**config.mk**
```make
export PLATFORM = sky130hd
export DESIGN_NAME = loop_cache
export DESIGN_NICKNAME = d
export VERILOG_FILES = /design/src/rtl/loopcache_pkg.sv /design/src/rtl/loopcache_store.sv /design/src/rtl/loopcache_seq.sv /design/src/rtl/loop_cache.sv
export SDC_FILE = /design/constraint.sdc
export NUM_CORES = 1
export LEC_CHECK = 0
export BUFFER_PORTS_ARGS = -buffer_cell sky130_fd_sc_hd__buf_2
export CAP_MARGIN = 20
export CORE_MARGIN = 2
export CORE_UTILIZATION = 45
export DETAILED_ROUTE_END_ITERATION = 7
export SYNTH_ARGS = -nofsm -noshare
export SYNTH_HDL_FRONTEND = slang
export SYNTH_HIERARCHICAL = 1
export SYNTH_SLANG_ARGS = --single-unit
```
**constraint.sdc**
```tcl
create_clock -name clk -period 2.5 [get_ports clk]
set_input_delay 0.375 -clock clk [delete_from_list [all_inputs] [get_ports clk]]
set_output_delay 0.375 -clock clk [all_outputs]
set_load 0.005 [all_outputs]
```
**src/rtl/loopcache_pkg.sv**
```systemverilog
`timescale 1ns/1ps
package loopcache_pkg;

  typedef enum logic [1:0] {
    ST_IDLE   = 2'd0,
    ST_FILL   = 2'd1,
    ST_REPLAY = 2'd2,
    ST_STALL  = 2'd3
  } lcState_t;

  // strobes from the sequencer to the store
  typedef struct packed {
    logic capture;    // write memWord at the current index
    logic loadLen;    // latch a new block length, drop the old block
    logic markValid;  // last entry of the block written
  } lcStrobe_t;

endpackage

```
**src/rtl/loopcache_store.sv**
```systemverilog
`timescale 1ns/1ps
module loopcache_store
  import loopcache_pkg::*;
#(
  parameter int IW    = 16,
  parameter int LEN_W = 4
) (
  input  logic             clk,
  input  logic             rstN,
  input  lcStrobe_t        strb,
  input  logic [LEN_W-1:0] idx,
  input  logic [IW-1:0]    wrWord,
  input  logic [LEN_W-1:0] lenIn,
  output logic [IW-1:0]    rdWord,
  output logic [LEN_W-1:0] storedLen,
  output logic             blockValid
);

  localparam int DEPTH = (1 << LEN_W) - 1;

  logic [DEPTH*IW-1:0] flat;

  for (genvar e = 0; e < DEPTH; e++) begin : g_entry
    logic [IW-1:0] q;
    always_ff @(posedge clk or negedge rstN) begin
      if (!rstN) begin
        q <= '0;
      end else if (strb.capture && idx == LEN_W'(e)) begin
        q <= wrWord;
      end
    end
    assign flat[e*IW +: IW] = q;
  end

  always_comb begin
    rdWord = '0;
    if (int'(idx) < DEPTH) begin
      rdWord = flat[int'(idx)*IW +: IW];
    end
  end

  always_ff @(posedge clk or negedge rstN) begin
    if (!rstN) begin
      storedLen  <= '0;
      blockValid <= 1'b0;
    end else if (strb.loadLen) begin
      storedLen  <= lenIn;
      blockValid <= 1'b0;
    end else if (strb.markValid) begin
      blockValid <= 1'b1;
    end
  end

  AST_CAPTURE_IN_BLOCK: assert property (@(posedge clk) disable iff (!rstN)
    strb.capture |-> (idx < storedLen));

  AST_LEN_NONZERO: assert property (@(posedge clk) disable iff (!rstN)
    blockValid |-> (storedLen != '0));

endmodule

```
**src/rtl/loopcache_seq.sv**
```systemverilog
`timescale 1ns/1ps
module loopcache_seq
  import loopcache_pkg::*;
#(
  parameter int IW    = 16,
  parameter int LEN_W = 4,
  parameter int CNT_W = 7,
  parameter logic [IW-LEN_W-CNT_W-1:0] DO_OP   = 5'b01110,
  parameter logic [IW-LEN_W-CNT_W-1:0] REDO_OP = 5'b01111
) (
  input  logic             clk,
  input  logic             rstN,
  input  logic             issue,
  input  logic [IW-1:0]    memWord,
  input  logic             cntWrEn,
  input  logic [CNT_W-1:0] cntWrData,
  input  logic [LEN_W-1:0] storedLen,
  input  logic             blockValid,
  output lcStrobe_t        strb,
  output logic [LEN_W-1:0] pos,
  output logic [LEN_W-1:0] lenIn,
  output logic             srcCache,
  output logic             extraCycle,
  output logic             loopActive,
  output logic [CNT_W-1:0] cnt
);

  localparam int OP_W = IW - LEN_W - CNT_W;

  lcState_t         state;
  logic [OP_W-1:0]  opField;
  logic [LEN_W-1:0] nField;
  logic [CNT_W-1:0] kField;
  logic [CNT_W-1:0] effCount;
  logic             startFill;
  logic             startReplay;
  logic             inPass;
  logic             lastSlot;
  logic             needStall;

  assign opField  = memWord[IW-1 -: OP_W];
  assign nField   = memWord[CNT_W +: LEN_W];
  assign kField   = memWord[CNT_W-1:0];
  assign effCount = (kField != '0) ? kField : cnt;

  assign startFill   = (state == ST_IDLE) && issue && (opField == DO_OP)
                       && (nField != '0) && (effCount != '0);
  assign startReplay = (state == ST_IDLE) && issue && (opField == REDO_OP)
                       && blockValid && (effCount != '0);

  assign inPass    = (state == ST_FILL) || (state == ST_REPLAY);
  assign lastSlot  = (pos == storedLen - LEN_W'(1));
  assign needStall = (state == ST_FILL) || (cnt == CNT_W'(1));

  always_ff @(posedge clk or negedge rstN) begin
    if (!rstN) begin
      state <= ST_IDLE;
      pos   <= '0;
      cnt   <= '0;
    end else begin
      unique case (state)
        ST_IDLE: begin
          pos <= '0;
          if (startFill) begin
            state <= ST_FILL;
            cnt   <= effCount;
          end else if (startReplay) begin
            state <= ST_REPLAY;
            cnt   <= effCount;
          end else if (cntWrEn) begin
            cnt <= cntWrData;
          end
        end
        ST_FILL, ST_REPLAY: begin
          if (issue) begin
            if (lastSlot) begin
              pos   <= '0;
              cnt   <= cnt - CNT_W'(1);
              state <= needStall ? ST_STALL : ST_REPLAY;
            end else begin
              pos <= pos + LEN_W'(1);
            end
          end
        end
        ST_STALL: begin
          state <= (cnt == '0) ? ST_IDLE : ST_REPLAY;
        end
        default: state <= ST_IDLE;
      endcase
    end
  end

  always_comb begin
    strb.capture   = (state == ST_FILL) && issue;
    strb.markValid = (state == ST_FILL) && issue && lastSlot;
    strb.loadLen   = startFill;
  end

  assign lenIn      = nField;
  assign srcCache   = (state == ST_REPLAY);
  assign extraCycle = (state == ST_STALL);
  assign loopActive = (state != ST_IDLE);

  AST_SINGLE_EXTRA: assert property (@(posedge clk) disable iff (!rstN)
    extraCycle |=> !extraCycle);

  AST_ZERO_AT_END: assert property (@(posedge clk) disable iff (!rstN)
    $fell(loopActive) |-> (cnt == '0));

  AST_CNT_NEVER_RISES: assert property (@(posedge clk) disable iff (!rstN)
    (loopActive && $past(loopActive)) |-> (cnt <= $past(cnt)));

  AST_IDX_IN_BLOCK: assert property (@(posedge clk) disable iff (!rstN)
    inPass |-> (pos < storedLen));

  AST_HOLD_NO_ISSUE: assert property (@(posedge clk) disable iff (!rstN)
    (inPass && !issue) |=> ($stable(pos) && $stable(cnt)));

  AST_REPLAY_HAS_BLOCK: assert property (@(posedge clk) disable iff (!rstN)
    (state == ST_REPLAY) |-> blockValid);

endmodule

```
**src/rtl/loop_cache.sv**
```systemverilog
`timescale 1ns/1ps
module loop_cache
  import loopcache_pkg::*;
#(
  parameter int IW    = 16,
  parameter int LEN_W = 4,
  parameter int CNT_W = 7
) (
  input  logic             clk,
  input  logic             rstN,
  input  logic             issue,
  input  logic [IW-1:0]    memWord,
  input  logic             cntWrEn,
  input  logic [CNT_W-1:0] cntWrData,
  output logic             srcCache,
  output logic [LEN_W-1:0] cacheIdx,
  output logic [IW-1:0]    cacheWord,
  output logic             extraCycle,
  output logic             loopActive,
  output logic             irqMask,
  output logic [CNT_W-1:0] cntRdData
);

  lcStrobe_t        strb;
  logic [LEN_W-1:0] pos;
  logic [LEN_W-1:0] lenIn;
  logic [LEN_W-1:0] storedLen;
  logic             blockValid;
  logic             active;

  loopcache_seq #(.IW(IW), .LEN_W(LEN_W), .CNT_W(CNT_W)) u_seq (
    .clk        (clk),
    .rstN       (rstN),
    .issue      (issue),
    .memWord    (memWord),
    .cntWrEn    (cntWrEn),
    .cntWrData  (cntWrData),
    .storedLen  (storedLen),
    .blockValid (blockValid),
    .strb       (strb),
    .pos        (pos),
    .lenIn      (lenIn),
    .srcCache   (srcCache),
    .extraCycle (extraCycle),
    .loopActive (active),
    .cnt        (cntRdData)
  );

  loopcache_store #(.IW(IW), .LEN_W(LEN_W)) u_store (
    .clk        (clk),
    .rstN       (rstN),
    .strb       (strb),
    .idx        (pos),
    .wrWord     (memWord),
    .lenIn      (lenIn),
    .rdWord     (cacheWord),
    .storedLen  (storedLen),
    .blockValid (blockValid)
  );

  assign cacheIdx   = pos;
  assign loopActive = active;
  assign irqMask    = active;

endmodule

```
# After elaboration in Yosys (flattened, before gate mapping)
# Index checks and enable logic that the tools add are counted.
# totals
register_bits	258
input_bits	27
output_inout_bits	31
wordCells	108
# op_classes
addsub	3
magnitude_cmp	1
eq_ne	25
n_shift	1
n_mux	20
reduce_logical	38
# ops
operator	n
$shiftx 240x9->16	1
$mux 7	6
$eq 4x4->1 const B	7
$logic_and 1x1->1	24
$eq 4x3->1 const B	4
$mux 16	1
$pmux 7 s2	1
$reduce_bool 7->1	2
$eq 5x4->1 const B	2
$mux 2	5
$eq 4x2->1 const B	2
$mux 4	2
$pmux 4 s2	1
$eq 7x1->1 const B	1
$logic_not 7->1	1
$sub 7x1->7 const B	1
$pmux 2 s3	1
$reduce_bool 2->1	3
$add 4x1->4 const B	1
$eq 2x2->1 const B	2
$eq 4x1->1 const B	1
$eq 4x4->1	1
$logic_not 4->1	1
$lt 4x4->1 const B	1
14 further kinds	16

# Depth between registers and ports, before layout
# Gate-level depths: netlist of run 1.
# logic_depth
word_depth	8
depth_mapped	9
depth_no_buf	8

# Cells and area by module
# Netlist of run 1, hierarchy kept.
# by_module_without_submodules
mod	n_inst	cells_per_inst	area_each_um2	seq_area_each_um2
loopcache_store	1	774	11308.3	6130.9
loopcache_seq	1	160	1295.0	325.3
loop_cache	1	1	7.5	0.0

# Worst setup path before layout of run 1
# Ideal clock, no wire load.
# synth_path
path_type	input port to flip-flop
start	input memWord[0]
end	register u_store.storedLen[0]
setup_ns	0.125
arrival_time_ns	2.203
required_ns	2.375
slack_ns	0.172
stages	6
path_buffers	1
path_cell_list	or4_4 or4_4 or2_2 and3_1 buf_4 mux2_2
# synth_via
elab_chain_cells	4
# synth_rtl
element	line_no	source
from (decl)	loop_cache.sv:12	input logic [IW-1:0] memWord,
$reduce_bool 7->1	loopcache_seq.sv:44	assign effCount = (kField != '0) ? kField : cnt;
$mux 7 (*)	loopcache_seq.sv:44	
$reduce_bool 7->1 (*)	loopcache_seq.sv:47	&& (nField != '0) && (effCount != '0);
$logic_and 1x1->1 (*)	loopcache_seq.sv:47	
named net u_seq.startFill	loopcache_seq.sv:35	logic startFill;
to (signal assigned)	loopcache_store.sv:47	storedLen <= lenIn;
to (decl)	loopcache_store.sv:15	output logic [LEN_W-1:0] storedLen,
# The timed path passes the listed nets; every way through them passes the cells marked *.
# A chain may end at the register's enable or synchronous reset.

# Final worst setup path of run 1
# layout_path
start	register u_seq.pos[1]
end	output cacheWord[13]
# layout_via
elab_chain_cells	2
word_cells_on_any_way	3
cone_classes	order compare: 1; shift: 1; mux: 1
# layout_rtl
element	line_no	source
from (decl)	loopcache_seq.sv:20	output logic [LEN_W-1:0] pos,
from (signal assigned)	loopcache_seq.sv:81	pos <= pos + LEN_W'(1);
$shiftx 240x9->16 / $lt 4x4->1 (equally long branches)	loopcache_store.sv:38, loopcache_store.sv:37	
$mux 16 (*)	loopcache_store.sv:37	if (int'(idx) < DEPTH) begin
to (decl)	loop_cache.sv:17	output logic [IW-1:0] cacheWord,
# Mark *: on every way between the ends. The rest lies on a longest branch, timed or not.

==> results_tabular.tex, run 1 <==
\begin{tabular}{lr}
\hline
Metric & Value \\
\hline
\multicolumn{2}{l}{\textbf{Yosys}} \\
\quad Count of synthesis-stage warnings from yosys & 6 \\
\quad Mapped Avg Cell Area & 13.5 um2 \\
\quad Post-Synthesis Net Count & about 970 \\
\quad Count of mapped cells out of synthesis & 935 \\
\quad Cell area after synthesis & roughly 13000 um2 \\
\quad Sequential area share after synthesis & 51.2\% \\
\quad Post-synthesis sequential element count & around 260 \\
\quad Number of synthesized flops with an enable pin & 0 \\
\quad Ys async rst share & 100\% \\
\quad Count of cell types in the netlist & approximately 60 \\
\quad Synth Flop Type & dfrtp\_1 \\
\multicolumn{2}{l}{\textbf{Worst setup path}} \\
\quad Data required time of the worst path & approximately 2.1 ns \\
\quad CP Launch Type & flop \\
\quad Arrival time at the worst endpoint & between 2 and 2.5 ns \\
\quad CP max FO & 9 \\
\quad Endpoint class of the critical path & output pin \\
\quad Worst reg-to-reg path cell count & 8 \\
\quad Critical path type & flop to output pin \\
\multicolumn{2}{l}{\textbf{Power and ir drop}} \\
\quad Sw Ratio & between 30 and 40\% \\
\quad Areal power density over the cells & between 900 and 1000 nW/um2 \\
\quad Clock network fraction of design power & between 20\% and 30\% \\
\quad Relative contribution of combinational cells to total power & approximately a third \\
\quad Leakage power total & $\sim$7 nW \\
\quad Pint & between 10 and 15 mW \\
\quad Sequential power share & 36.8\% \\
\quad Switch Pwr & between 4 and 5 mW \\
\quad Peak ir drop on the vdd network & between 0.5 and 0.6 mV \\
\multicolumn{2}{l}{\textbf{Timing}} \\
\quad Transition time at the pin with the least slew margin & 0.550 ns \\
\quad Least setup slack across all paths after layout & -0.139 ns \\
\quad Final count of pins violating max slew & 0 \\
\quad Top achievable clock speed & between 300 and 400 MHz \\
\quad Number of hold violations in the final report & 0 \\
\quad Final setup violation count & 16 \\
\quad Relative slew margins & 63.2\% \\
\quad Post-Route Skew & around 0.011 ns \\
\quad Ratio of final minimum period to clock period & 106\% \\
\quad Minimum clock period after layout & 2.64 ns \\
\quad RSZ-0062 raised after global routing & yes \\
\multicolumn{2}{l}{\textbf{Die}} \\
\quad Top-level port count & 58 \\
\quad Starting utilization of the core area & a little under half \\
\quad Die Y & $\sim$170 um \\
\quad Die Area & between 20000 and 30000 um2 \\
\quad Placeable core area & about 28000 um2 \\
\quad Die X & 171 um \\
\quad Placement Rows & between 60 and 70 \\
\multicolumn{2}{l}{\textbf{Detailed routing}} \\
\quad Final antenna-violating net count & 0 \\
\quad Routed wire length & approximately 32000 um \\
\quad Routed length per placed instance & $\sim$22 um \\
\quad Number of iterations in the first detailed-routing pass & 5 \\
\quad Detailed-route via count & 8110 \\
\quad DRC violation count after routing & 0 \\
\quad Iteration-0 DRC Markers & between 400 and 500 \\
\quad Average vias per placed instance & around 5.6 \\
\multicolumn{2}{l}{\textbf{Clock network}} \\
\quad Number of clock sinks & about 260 \\
\quad TritonCTS clock tree & yes \\
\quad Max Buffers Root-to-Sink & 3 \\
\quad Number of buffers added by the clock tree synthesis step & 28 \\
\quad Number of levels the H-tree was split into & 1 \\
\quad Skew-Pair Late Insertion Delay & around 0.54 ns \\
\quad Clock tree root buffer cell & clkbuf\_16 \\
\quad Clock slew at reported path FFs & around 0.06 ns \\
\multicolumn{2}{l}{\textbf{Layout}} \\
\quad Count of inserted antenna diode cells & 0 \\
\quad Final cell count without fillers & around 1400 \\
\quad Fraction of layout instances using a drive strength above 1 & 51.8\% \\
\quad Number of nets in the finished design & 1083 \\
\quad Synthesis-to-layout area growth & 19.9\% \\
\quad Final design instance area without fill & roughly 15000 um2 \\
\multicolumn{2}{l}{\textbf{Worst hold path}} \\
\quad Hold path depth & 3 \\
\quad Path category of the worst min-delay check & input pin to flop \\
\multicolumn{2}{l}{\textbf{Place}} \\
\quad Number of cells after detailed placement & between 1000 and 1500 \\
\quad Placed wire-length estimate after detailed placement & 20500 um \\
\quad Quantity of I/O buffers inserted on ports & 57 \\
\quad Final weighted congestion of routability-driven global placement & approximately 0.82 \\
\quad Placed Instance Area & about 14000 um2 \\
\quad Worst setup timing slack at the placement stage & -0.0148 ns \\
\multicolumn{2}{l}{\textbf{Run}} \\
\quad Max-capacitance violation count & 0 \\
\multicolumn{2}{l}{\textbf{GRT}} \\
\quad Overflow after GRT & 0 \\
\quad Overall track demand over capacity in global routing & between 20 and 25\% \\
\quad Number of antenna violations at the first check in global routing & 0 \\
\quad Maximum number of pins on one net before global-route repair & 80 \\
\quad Via count of the first global-routing pass & 8240 \\
\quad Wire length of the first global-routing pass & $\sim$50000 um \\
\multicolumn{2}{l}{\textbf{Status}} \\
\quad Violations in the final reports & setup timing \\
\quad Outcome & finished, violations left \\
\hline
\end{tabular}
## cells in the mapped netlist (3+ instances only)
| cell | instances | area (um2) |
|---|---|---|
| a21oi_1 | 25 | 125 |
| a31oi_1 | 18 | 113 |
| and2_1 | 17 | 106 |
| buf_1 | 3 | 11.3 |
| buf_2 | 15 | 75.1 |
| buf_4 | 23 | 173 |
| buf_6 | 5 | 56.3 |
| clkbuf_1 | 28 | 105 |
| dfrtp_1 | 258 | 6460 |
| ha_1 | 9 | 113 |
| inv_1 | 12 | 45.0 |
| mux2_2 | 259 | 2920 |
| mux2i_1 | 36 | 360 |
| mux4_2 | 32 | 721 |
| nand2_1 | 17 | 63.8 |
| nand2b_1 | 5 | 31.3 |
| nand3_1 | 9 | 45.0 |
| nand4b_1 | 6 | 52.6 |
| nor2_1 | 33 | 124 |
| nor2_2 | 6 | 37.5 |
| nor2b_1 | 3 | 18.8 |
| nor3_1 | 21 | 105 |
| nor3_4 | 3 | 48.8 |
| nor4_1 | 3 | 18.8 |
| o21ai_0 | 21 | 105 |
| o221ai_1 | 4 | 35.0 |
| o22ai_1 | 21 | 131 |
## worst max-delay path, stage by stage, from the launching register on
cell and delay [ns]:
dfrtp_4 0.44, buf_12 0.15, buf_12 0.15, mux4_2 0.55
o22ai_4 0.19, a31oi_2 0.08, buf_2 0.16
## layout by cell type (no fill, tap or decap), types with 6 or more instances in the layout
cell	count
o21ai_0	14
clkinv_2	9
clkbuf_8	7
ha_1	9
clkbuf_16	29
dfrtp_1	254
o22ai_2	9
o22ai_1	7
nand3_1	9
buf_4	79
nor2_1	33
a31oi_1	9
mux2i_1	36
nor3_1	19
a31oi_2	7
buf_2	55
and2_1	16
nand4b_1	6
nand2_1	17
nor2_2	6
mux2_2	259
a21oi_1	22
buf_12	14
inv_1	12
mux4_2	32
## final timing paths
| kind | start | endpoint | slack (ns) |
|---|---|---|---|
| max | u_seq/pos[1] | cacheWord[13] | -0.14 |
| min | cntWrData[5] | u_seq/cnt[5] | 0.14 |
| max reg2reg | u_store/storedLen[0] | u_seq/cnt[4] | 0.14 |
| min reg2reg | u_store/g_entry[2].q[1] | u_store/g_entry[2].q[1] | 0.49 |
| max in group asynchronous | rstN | u_store/g_entry[13].q[12] | 1.39 |
| min in group asynchronous | rstN | u_seq/cnt[2] | 0.33 |
## kinds of logic (layout without fill, tap and decap cells)
family | after synthesis | count (layout) | synth area share [%]
compound gates | 103 | 103 | 5.10
simple gates | 145 | 145 | 6.79
fa+ha+maj | 9 | 9 | 0.893
xor+xnor | 5 | 5 | 0.456
flops | 258 | 258 | 51.2
mux | 329 | 329 | 31.9
buf+inv | 86 | 220 | 3.69
## power by group through the flow
stage	registers, mW	logic (mW)	clock network (mW)
after CTS	5.47	4.99	4.29
after global routing	5.59	5.58	4.45
after global placement	5.58	4.28	0
after floorplan	5.39	2.88	0
final	5.48	5.20	4.21
after detailed placement	5.60	4.31	0
## area by class of cell
type	instances	area [um2]
repair buffers	156	1250
clock inverters	11	105
inverters	12	45.0
clock buffers	41	841
multi-input cells	591	5940
flip-flops and latches	258	6470
well taps	378	473
fillers	2318	12600
## what timing repair did
item	CTS	global route
buffers inserted	14	2
hold buffers	1	0
gates cloned	1	0
resized for setup	44	26
pin swaps	4	7
setup endpoints to repair	16	16
hold endpoints to repair	42	0
## stage by stage
stage | utilization, % | power [mW] | hold WS, ns | setup TNS, ns
global route | 54.6 | 15.6 | 0.144 | -2.66
CTS | 54.1 | 14.7 | 0.121 | -1.89
finish | 54.6 | 14.9 | 0.144 | -1.61
global placement | 49.4 | 9.86 | 0.307 | 0
detailed placement | 49.4 | 9.92 | 0.302 | -0.0455
floorplan | - | 8.27 | 0.0794 | 0
## state kept, by name, summed over array words and instances, names as in the netlist
signal              cells
u_store/g_entry.q     240
u_seq/cnt               7
u_seq/pos               4
u_store/storedLen       4
u_seq/state             2
u_store/blockValid      1
## per-layer routing
metal  routed length, um  up-vias  GRT usage (%)
met5                   0        -              0
met4                 299        0           3.54
met3                1120       24           2.16
met2               15200      152           36.7
met1               15200     4271           32.5
li1                    -     3663              -
Power figures use the tool's default switching activity.
==> inputs of run 2 (changes only) <==
--- a/config.mk
+++ b/config.mk
@@ -10,6 +10,7 @@
 export CORE_MARGIN = 2
 export CORE_UTILIZATION = 45
 export DETAILED_ROUTE_END_ITERATION = 7
+export SLEW_MARGIN = 10
 export SYNTH_ARGS = -nofsm -noshare
 export SYNTH_HDL_FRONTEND = slang
 export SYNTH_HIERARCHICAL = 1
==> constraint.sdc (replaced) <==
create_clock -name clk -period 3 [get_ports clk]
set_input_delay 0.45 -clock clk [delete_from_list [all_inputs] [get_ports clk]]
set_output_delay 0.45 -clock clk [all_outputs]
set_load 0.005 [all_outputs]
==> run 2 against run 1 <==
The flow now finishes without violations. Total power is 22% lower. Combinational power is 32% lower. Worst hold slack better by 0.030 ns. Sequential cell count stayed put. Via count is 2.3% lower. Clock-buffer cell count stayed put. Clock skew is 0.0026 ns higher. Global-route usage is 0.50 points lower. Non-clock buffer count is 37 lower. Critical path type unchanged. Largest cell class unchanged.
==> results_tabular.tex, run 2 (synthesis results as in run 1) <==
\begin{tabular}{lr}
\hline
Metric & Value \\
\hline
\multicolumn{2}{l}{\textbf{Status}} \\
\quad Outcome & complete, no violations \\
\multicolumn{2}{l}{\textbf{Die}} \\
\quad Die Area & about 29000 um2 \\
\quad Placement Rows & just over 60 \\
\quad Top-level port count & a little under 60 \\
\quad Placeable core area & between 20000 and 30000 um2 \\
\quad Starting utilization of the core area & between 40\% and 50\% \\
\quad Die Y & between 150 and 200 um \\
\quad Die X & 171 um \\
\multicolumn{2}{l}{\textbf{Timing}} \\
\quad Sum Neg Setup Slack & 0 ns \\
\quad Final count of pins violating max slew & 0 \\
\quad RSZ-0062 raised after global routing & no \\
\quad Number of hold violations in the final report & 0 \\
\quad Final setup violation count & 0 \\
\quad Minimum clock period after layout & 2.94 ns \\
\quad Top achievable clock speed & 340 MHz \\
\quad Ratio of final minimum period to clock period & about 98\% \\
\quad Relative slew margins & around 45\% \\
\quad Post-Route Skew & between 0.01 and 0.015 ns \\
\quad Transition time at the pin with the least slew margin & between 0.8 and 0.9 ns \\
\multicolumn{2}{l}{\textbf{Place}} \\
\quad Final weighted congestion of routability-driven global placement & around 0.85 \\
\quad Placed wire-length estimate after detailed placement & a little over 20000 um \\
\quad Quantity of I/O buffers inserted on ports & 57 \\
\multicolumn{2}{l}{\textbf{GRT}} \\
\quad Overall track demand over capacity in global routing & approximately 22\% \\
\quad Overflow after GRT & 0 \\
\quad Maximum number of pins on one net before global-route repair & 75 \\
\quad Number of antenna violations at the first check in global routing & 0 \\
\quad Wire length of the first global-routing pass & $\sim$49000 um \\
\quad Via count of the first global-routing pass & 8025 \\
\multicolumn{2}{l}{\textbf{Detailed routing}} \\
\quad Number of iterations in the first detailed-routing pass & 5 \\
\quad Detailed-route via count & roughly 8000 \\
\quad Iteration-0 DRC Markers & 530 \\
\quad Routed length per placed instance & 22.0 um \\
\quad Routed wire length & just over 30000 um \\
\quad Average vias per placed instance & between 5 and 6 \\
\quad Final antenna-violating net count & 0 \\
\quad DRC violation count after routing & 0 \\
\multicolumn{2}{l}{\textbf{Run}} \\
\quad Max-capacitance violation count & 0 \\
\multicolumn{2}{l}{\textbf{Clock network}} \\
\quad Clock tree root buffer cell & clkbuf\_16 \\
\quad Clock slew at reported path FFs & about 0.06 ns \\
\quad Number of buffers added by the clock tree synthesis step & 28 \\
\quad Number of levels the H-tree was split into & 1 \\
\quad Number of clock sinks & about 260 \\
\quad Skew-Pair Late Insertion Delay & 0.54 ns \\
\quad TritonCTS clock tree & yes \\
\quad Max Buffers Root-to-Sink & 3 \\
\multicolumn{2}{l}{\textbf{Power and ir drop}} \\
\quad Areal power density over the cells & 800 nW/um2 \\
\quad Leakage power total & approximately 7 nW \\
\quad Overall power after layout & between 10 and 15 mW \\
\quad Peak ir drop on the vdd network & between 0.4 and 0.5 mV \\
\multicolumn{2}{l}{\textbf{Layout}} \\
\quad Count of inserted antenna diode cells & 0 \\
\quad Most common library cell in the layout ignoring fill and taps & mux2\_2 \\
\quad Number of nets in the finished design & about 1000 \\
\quad Synthesis-to-layout area growth & 14.4\% \\
\quad Most used cells in the layout excluding fill and tap cells & mux2\_2 (259), dfrtp\_1 (255), buf\_2 (56), buf\_4 (49), mux2i\_1 (36) \\
\quad Area occupied by multi-input gates & 5690 um2 \\
\quad Count of filler cells inserted in the layout & between 2000 and 2500 \\
\quad Largest registers & u\_store/g\_entry.q: 240 flops, u\_seq/cnt: 7 flops \\
\quad Biggest register & u\_store/g\_entry.q \\
\quad Register Area & roughly 6500 um2 \\
\quad Flip-flop count of the largest register, all copies and words added & between 200 and 250 \\
\quad Fraction of layout instances using a drive strength above 1 & a little under half \\
\multicolumn{2}{l}{\textbf{Worst setup path}} \\
\quad CP Launch Type & flop \\
\quad Library cell contributing the largest single delay on the critical path & dfrtp\_1 \\
\quad CP max FO & 14 \\
\quad Data required time of the worst path & approximately 2.6 ns \\
\quad Worst reg-to-reg setup slack & 0.29 ns \\
\quad Arrival time at the worst endpoint & approximately 2.5 ns \\
\quad Endpoint class of the critical path & output pin \\
\quad Critical path type & flop to output pin \\
\quad Cells along the critical path & buf\_4, or2\_2, o22ai\_1, a31oi\_1, buf\_2 \\
\quad Maximum single-stage delay on the critical path & about 0.46 ns \\
\multicolumn{2}{l}{\textbf{Worst hold path}} \\
\quad Path category of the worst min-delay check & input pin to flop \\
\hline
\end{tabular}
## run 2: critical path, delay by kind of cell (launching register included)
family,cells,cell delay [ns]
AOI/OAI and AO/OA,2,0.57
buffers and inverters,2,0.49
DFF,1,0.46
and+or+nand+nor,1,0.43
## run 2: per-stage QoR
step                      area, um2  cells  worst slack [ns]  util, %  hold WS, ns
after CTS                     14400   1407            0.0292     52.0        0.156
after floorplan               12600    935             0.597        -        0.154
after global placement        13500   1356             0.318     48.7        0.471
after global routing          14400   1407           0.00883     52.1        0.197
after detailed placement      13500   1356             0.266     48.7        0.476
final                         14400   1407            0.0582     52.1        0.174
## run 2: path summary, 6_finish.rpt
check,start,end,depth (start not counted)
hold / removal,cntWrData[5],u_seq/cnt[5],3
min in group asynchronous,rstN,u_seq/cnt[4],2
setup / recovery,u_seq/pos[2],cacheWord[11],5
max in group asynchronous,rstN,u_store/g_entry[5].q[12],3
hold reg to reg,u_store/g_entry[7].q[15],u_store/g_entry[7].q[15],1
setup reg to reg,u_store/storedLen[0],u_seq/cnt[2],8
## run 2: report_power, final
part	total [mW]	internal [mW]	switching, mW
Clock	3.39	2.03	1.36
Sequential	4.63	4.15	0.484
Combinational	3.52	1.70	1.82
## run 2: layer usage
metal / routed length, um / global-route usage (%)
met4: 618 / 4.50
met2: 14500 / 35.1
met5: 0 / 0
met3: 1010 / 2.35
met1: 14800 / 31.9
## run 2: layout make-up
type	count	share of cell area [%]
flip-flops and latches	258	44.8
clock buffers	41	5.62
repair buffers	119	5.93
inverters	12	0.312
multi-input cells	591	39.4
well taps	378	3.28
clock inverters	8	0.624
## run 2: timing repair
| action | 4_1_cts | 5_1_grt |
|---|---|---|
| endpoints found under the hold margin | 71 | 0 |
| cloned | 0 | 0 |
| endpoints found under the setup margin | 14 | 8 |
| hold buffers | 1 | 0 |
| resized for setup | 1 | 7 |
| setup buffers | 1 | 0 |
==> inputs of run 3 (changes only) <==
--- a/config.mk
+++ b/config.mk
@@ -7,9 +7,10 @@
 export LEC_CHECK = 0
 export BUFFER_PORTS_ARGS = -buffer_cell sky130_fd_sc_hd__buf_2
 export CAP_MARGIN = 20
-export CORE_MARGIN = 2
+export CORE_ASPECT_RATIO = 1.25
 export CORE_UTILIZATION = 45
 export DETAILED_ROUTE_END_ITERATION = 7
+export PLACE_DENSITY = 0.57
 export SLEW_MARGIN = 10
 export SYNTH_ARGS = -nofsm -noshare
 export SYNTH_HDL_FRONTEND = slang
==> run 3 against run 2 <==
Register-to-register slack improved by 0.27 ns. Utilization decreased by 0.14 points. Fmax increased by 1.6%. Clock-buffer cell count grew 1. Worst hold slack better by 0.026 ns. Sequential share of layout area rose by 0.35 points. Cell count decreased by 2.5%. Combinational power grew 2%. First-iteration DRC count is 45% lower. Critical path type unchanged. Largest cell class unchanged.
==> results_tabular.tex, run 3 (synthesis results as in run 1) <==
\begin{tabular}{lr}
\hline
Metric & Value \\
\hline
\multicolumn{2}{l}{\textbf{Timing}} \\
\quad RSZ-0062 raised after global routing & no \\
\quad Transition time at the pin with the least slew margin & approximately 0.58 ns \\
\quad Relative slew margins & between 60\% and 70\% \\
\quad Final count of pins violating max slew & 0 \\
\quad Ratio of final minimum period to clock period & approximately 97\% \\
\quad Final setup violation count & 0 \\
\quad Sum Neg Setup Slack & 0 ns \\
\quad Post-Route Skew & approximately 0.0060 ns \\
\quad Top achievable clock speed & around 350 MHz \\
\quad Minimum clock period after layout & approximately 2.9 ns \\
\quad Number of hold violations in the final report & 0 \\
\multicolumn{2}{l}{\textbf{Die}} \\
\quad Placeable core area & approximately 28000 um2 \\
\quad Die Area & approximately 29000 um2 \\
\quad Starting utilization of the core area & between 40 and 50\% \\
\quad Placement Rows & between 60 and 70 \\
\quad Die X & between 150 and 200 um \\
\quad Die Y & between 150 and 200 um \\
\quad Top-level port count & 58 \\
\multicolumn{2}{l}{\textbf{GRT}} \\
\quad Number of antenna violations at the first check in global routing & 0 \\
\quad Overall track demand over capacity in global routing & between 20\% and 30\% \\
\quad Overflow after GRT & 0 \\
\quad Wire length of the first global-routing pass & about 49000 um \\
\quad Via count of the first global-routing pass & 8281 \\
\quad Maximum number of pins on one net before global-route repair & 71 \\
\multicolumn{2}{l}{\textbf{Worst hold path}} \\
\quad Path category of the worst min-delay check & input pin to flop \\
\multicolumn{2}{l}{\textbf{Power and ir drop}} \\
\quad Areal power density over the cells & $\sim$790 nW/um2 \\
\quad Leakage power total & 6.77 nW \\
\quad Peak ir drop on the vdd network & about 0.46 mV \\
\multicolumn{2}{l}{\textbf{Layout}} \\
\quad Count of filler cells inserted in the layout & roughly 2400 \\
\quad Biggest register & u\_store/g\_entry.q \\
\quad Flip-flop count of the largest register, all copies and words added & 240 \\
\quad Most common library cell in the layout ignoring fill and taps & mux2\_2 \\
\quad Fraction of layout instances using a drive strength above 1 & 45.8\% \\
\quad Number of nets in the finished design & approximately 1000 \\
\quad Synthesis-to-layout area growth & 13.6\% \\
\quad Largest registers & u\_store/g\_entry.q: 240 flops, u\_seq/cnt: 7 flops \\
\quad Count of inserted antenna diode cells & 0 \\
\quad Final cell count without fillers & around 1400 \\
\quad Most used cells in the layout excluding fill and tap cells & mux2\_2 (259), dfrtp\_1 (255), buf\_2 (56), buf\_4 (48), mux2i\_1 (36) \\
\multicolumn{2}{l}{\textbf{Clock network}} \\
\quad Number of levels the H-tree was split into & 1 \\
\quad Number of buffers added by the clock tree synthesis step & 27 \\
\quad Number of clock sinks & approximately 260 \\
\quad Skew-Pair Late Insertion Delay & around 0.53 ns \\
\quad Clock slew at reported path FFs & around 0.060 ns \\
\quad Clock tree root buffer cell & clkbuf\_16 \\
\quad Max Buffers Root-to-Sink & 3 \\
\quad TritonCTS clock tree & yes \\
\multicolumn{2}{l}{\textbf{Detailed routing}} \\
\quad Number of iterations in the first detailed-routing pass & 4 \\
\quad Routed length per placed instance & 22.5 um \\
\quad Iteration-0 DRC Markers & slightly below 300 \\
\quad Final antenna-violating net count & 0 \\
\quad Detailed-route via count & between 7000 and 8000 \\
\quad DRC violation count after routing & 0 \\
\quad Average vias per placed instance & $\sim$5.8 \\
\quad Routed wire length & approximately 30000 um \\
\multicolumn{2}{l}{\textbf{Worst setup path}} \\
\quad Data required time of the worst path & 2.55 ns \\
\quad Worst reg-to-reg setup slack & $\sim$0.56 ns \\
\quad Arrival time at the worst endpoint & $\sim$2.5 ns \\
\quad Endpoint class of the critical path & output pin \\
\quad Critical path type & flop to output pin \\
\quad CP max FO & 14 \\
\quad CP Launch Type & flop \\
\multicolumn{2}{l}{\textbf{Status}} \\
\quad Outcome & complete, no violations \\
\multicolumn{2}{l}{\textbf{Place}} \\
\quad Final weighted congestion of routability-driven global placement & a little under 0.9 \\
\quad Placed wire-length estimate after detailed placement & about 20000 um \\
\quad Quantity of I/O buffers inserted on ports & 57 \\
\quad Number of cells after detailed placement & 1317 \\
\multicolumn{2}{l}{\textbf{Run}} \\
\quad Max-capacitance violation count & 0 \\
\hline
\end{tabular}
==> run 3: cell count changes in the layout (fill, tap and decap cells not counted), sizes merged <==
cell,change
clkbuf,+1
clkinv,-4
buf,-3
bufinv,-1
==> run 3: metal layers <==
metal	GRT usage (%)	wire, um
met5	0	0
met4	4.53	424
met3	2.60	1310
met2	38.2	15500
met1	31.1	13600
==> run 3: layout make-up <==
| cell class | count | area, um2 | share of cell area [%] |
|---|---|---|---|
| multi-input cells | 591 | 5690 | 39.7 |
| clock buffers | 42 | 782 | 5.46 |
| well taps | 350 | 438 | 3.06 |
| repair buffers | 116 | 861 | 6.01 |
| clock inverters | 3 | 40.0 | 0.280 |
| flip-flops and latches | 258 | 6460 | 45.1 |
| inverters | 12 | 45.0 | 0.315 |
==> run 3: power by group <==
part | switching [mW] | leakage, nW | internal [mW]
combinational | 1.82 | 2.85 | 1.77
sequential | 0.469 | 3.51 | 4.15
clock | 1.32 | 0.402 | 1.85
total | 3.61 | 6.77 | 7.77
==> run 3: path summary, 6_finish.rpt <==
| path | start | endpoint | cells after the start |
|---|---|---|---|
| hold reg to reg | u_store/g_entry[7].q[13] | u_store/g_entry[7].q[13] | 1 |
| max in group asynchronous | rstN | u_store/g_entry[13].q[10] | 3 |
| min in group asynchronous | rstN | u_store/g_entry[1].q[2] | 2 |
| setup / recovery | u_seq/pos[1] | cacheWord[5] | 5 |
| setup reg to reg | u_seq/pos[3] | u_seq/cnt[4] | 8 |
| hold / removal | cntWrData[5] | u_seq/cnt[5] | 3 |
==> run 3: worst max-delay path: stages, from the launching register on <==
cell	delay (ns)
dfrtp_4	0.60
buf_4	0.17
mux4_2	0.48
o22ai_1	0.38
a31oi_1	0.12
buf_2	0.16
==> run 3: stage by stage <==
| step | power [mW] | setup WS [ns] | hold slack (ns) | instance area [um2] | util (%) |
|---|---|---|---|---|---|
| 2_1_floorplan | 6.89 | 0.597 | 0.154 | 12600 | - |
| 3_3_place_gp | 8.14 | 0.299 | 0.465 | 13400 | 48.6 |
| 3_5_place_dp | 8.20 | 0.247 | 0.464 | 13400 | 48.6 |
| 4_1_cts | 11.5 | 0.0444 | 0.168 | 14300 | 51.8 |
| 5_1_grt | 12.0 | 0.0385 | 0.183 | 14300 | 51.9 |
| 6_report | 11.4 | 0.104 | 0.200 | 14300 | 51.9 |
==> run 3: repair_timing <==
| action | CTS | global route |
|---|---|---|
| resized for setup | 0 | 0 |
| setup buffers | 2 | 7 |
| hold buffers | 1 | 0 |
| endpoints found under the hold margin | 66 | 0 |
| setup endpoints to repair | 12 | 2 |
| pin swaps | 0 | 0 |
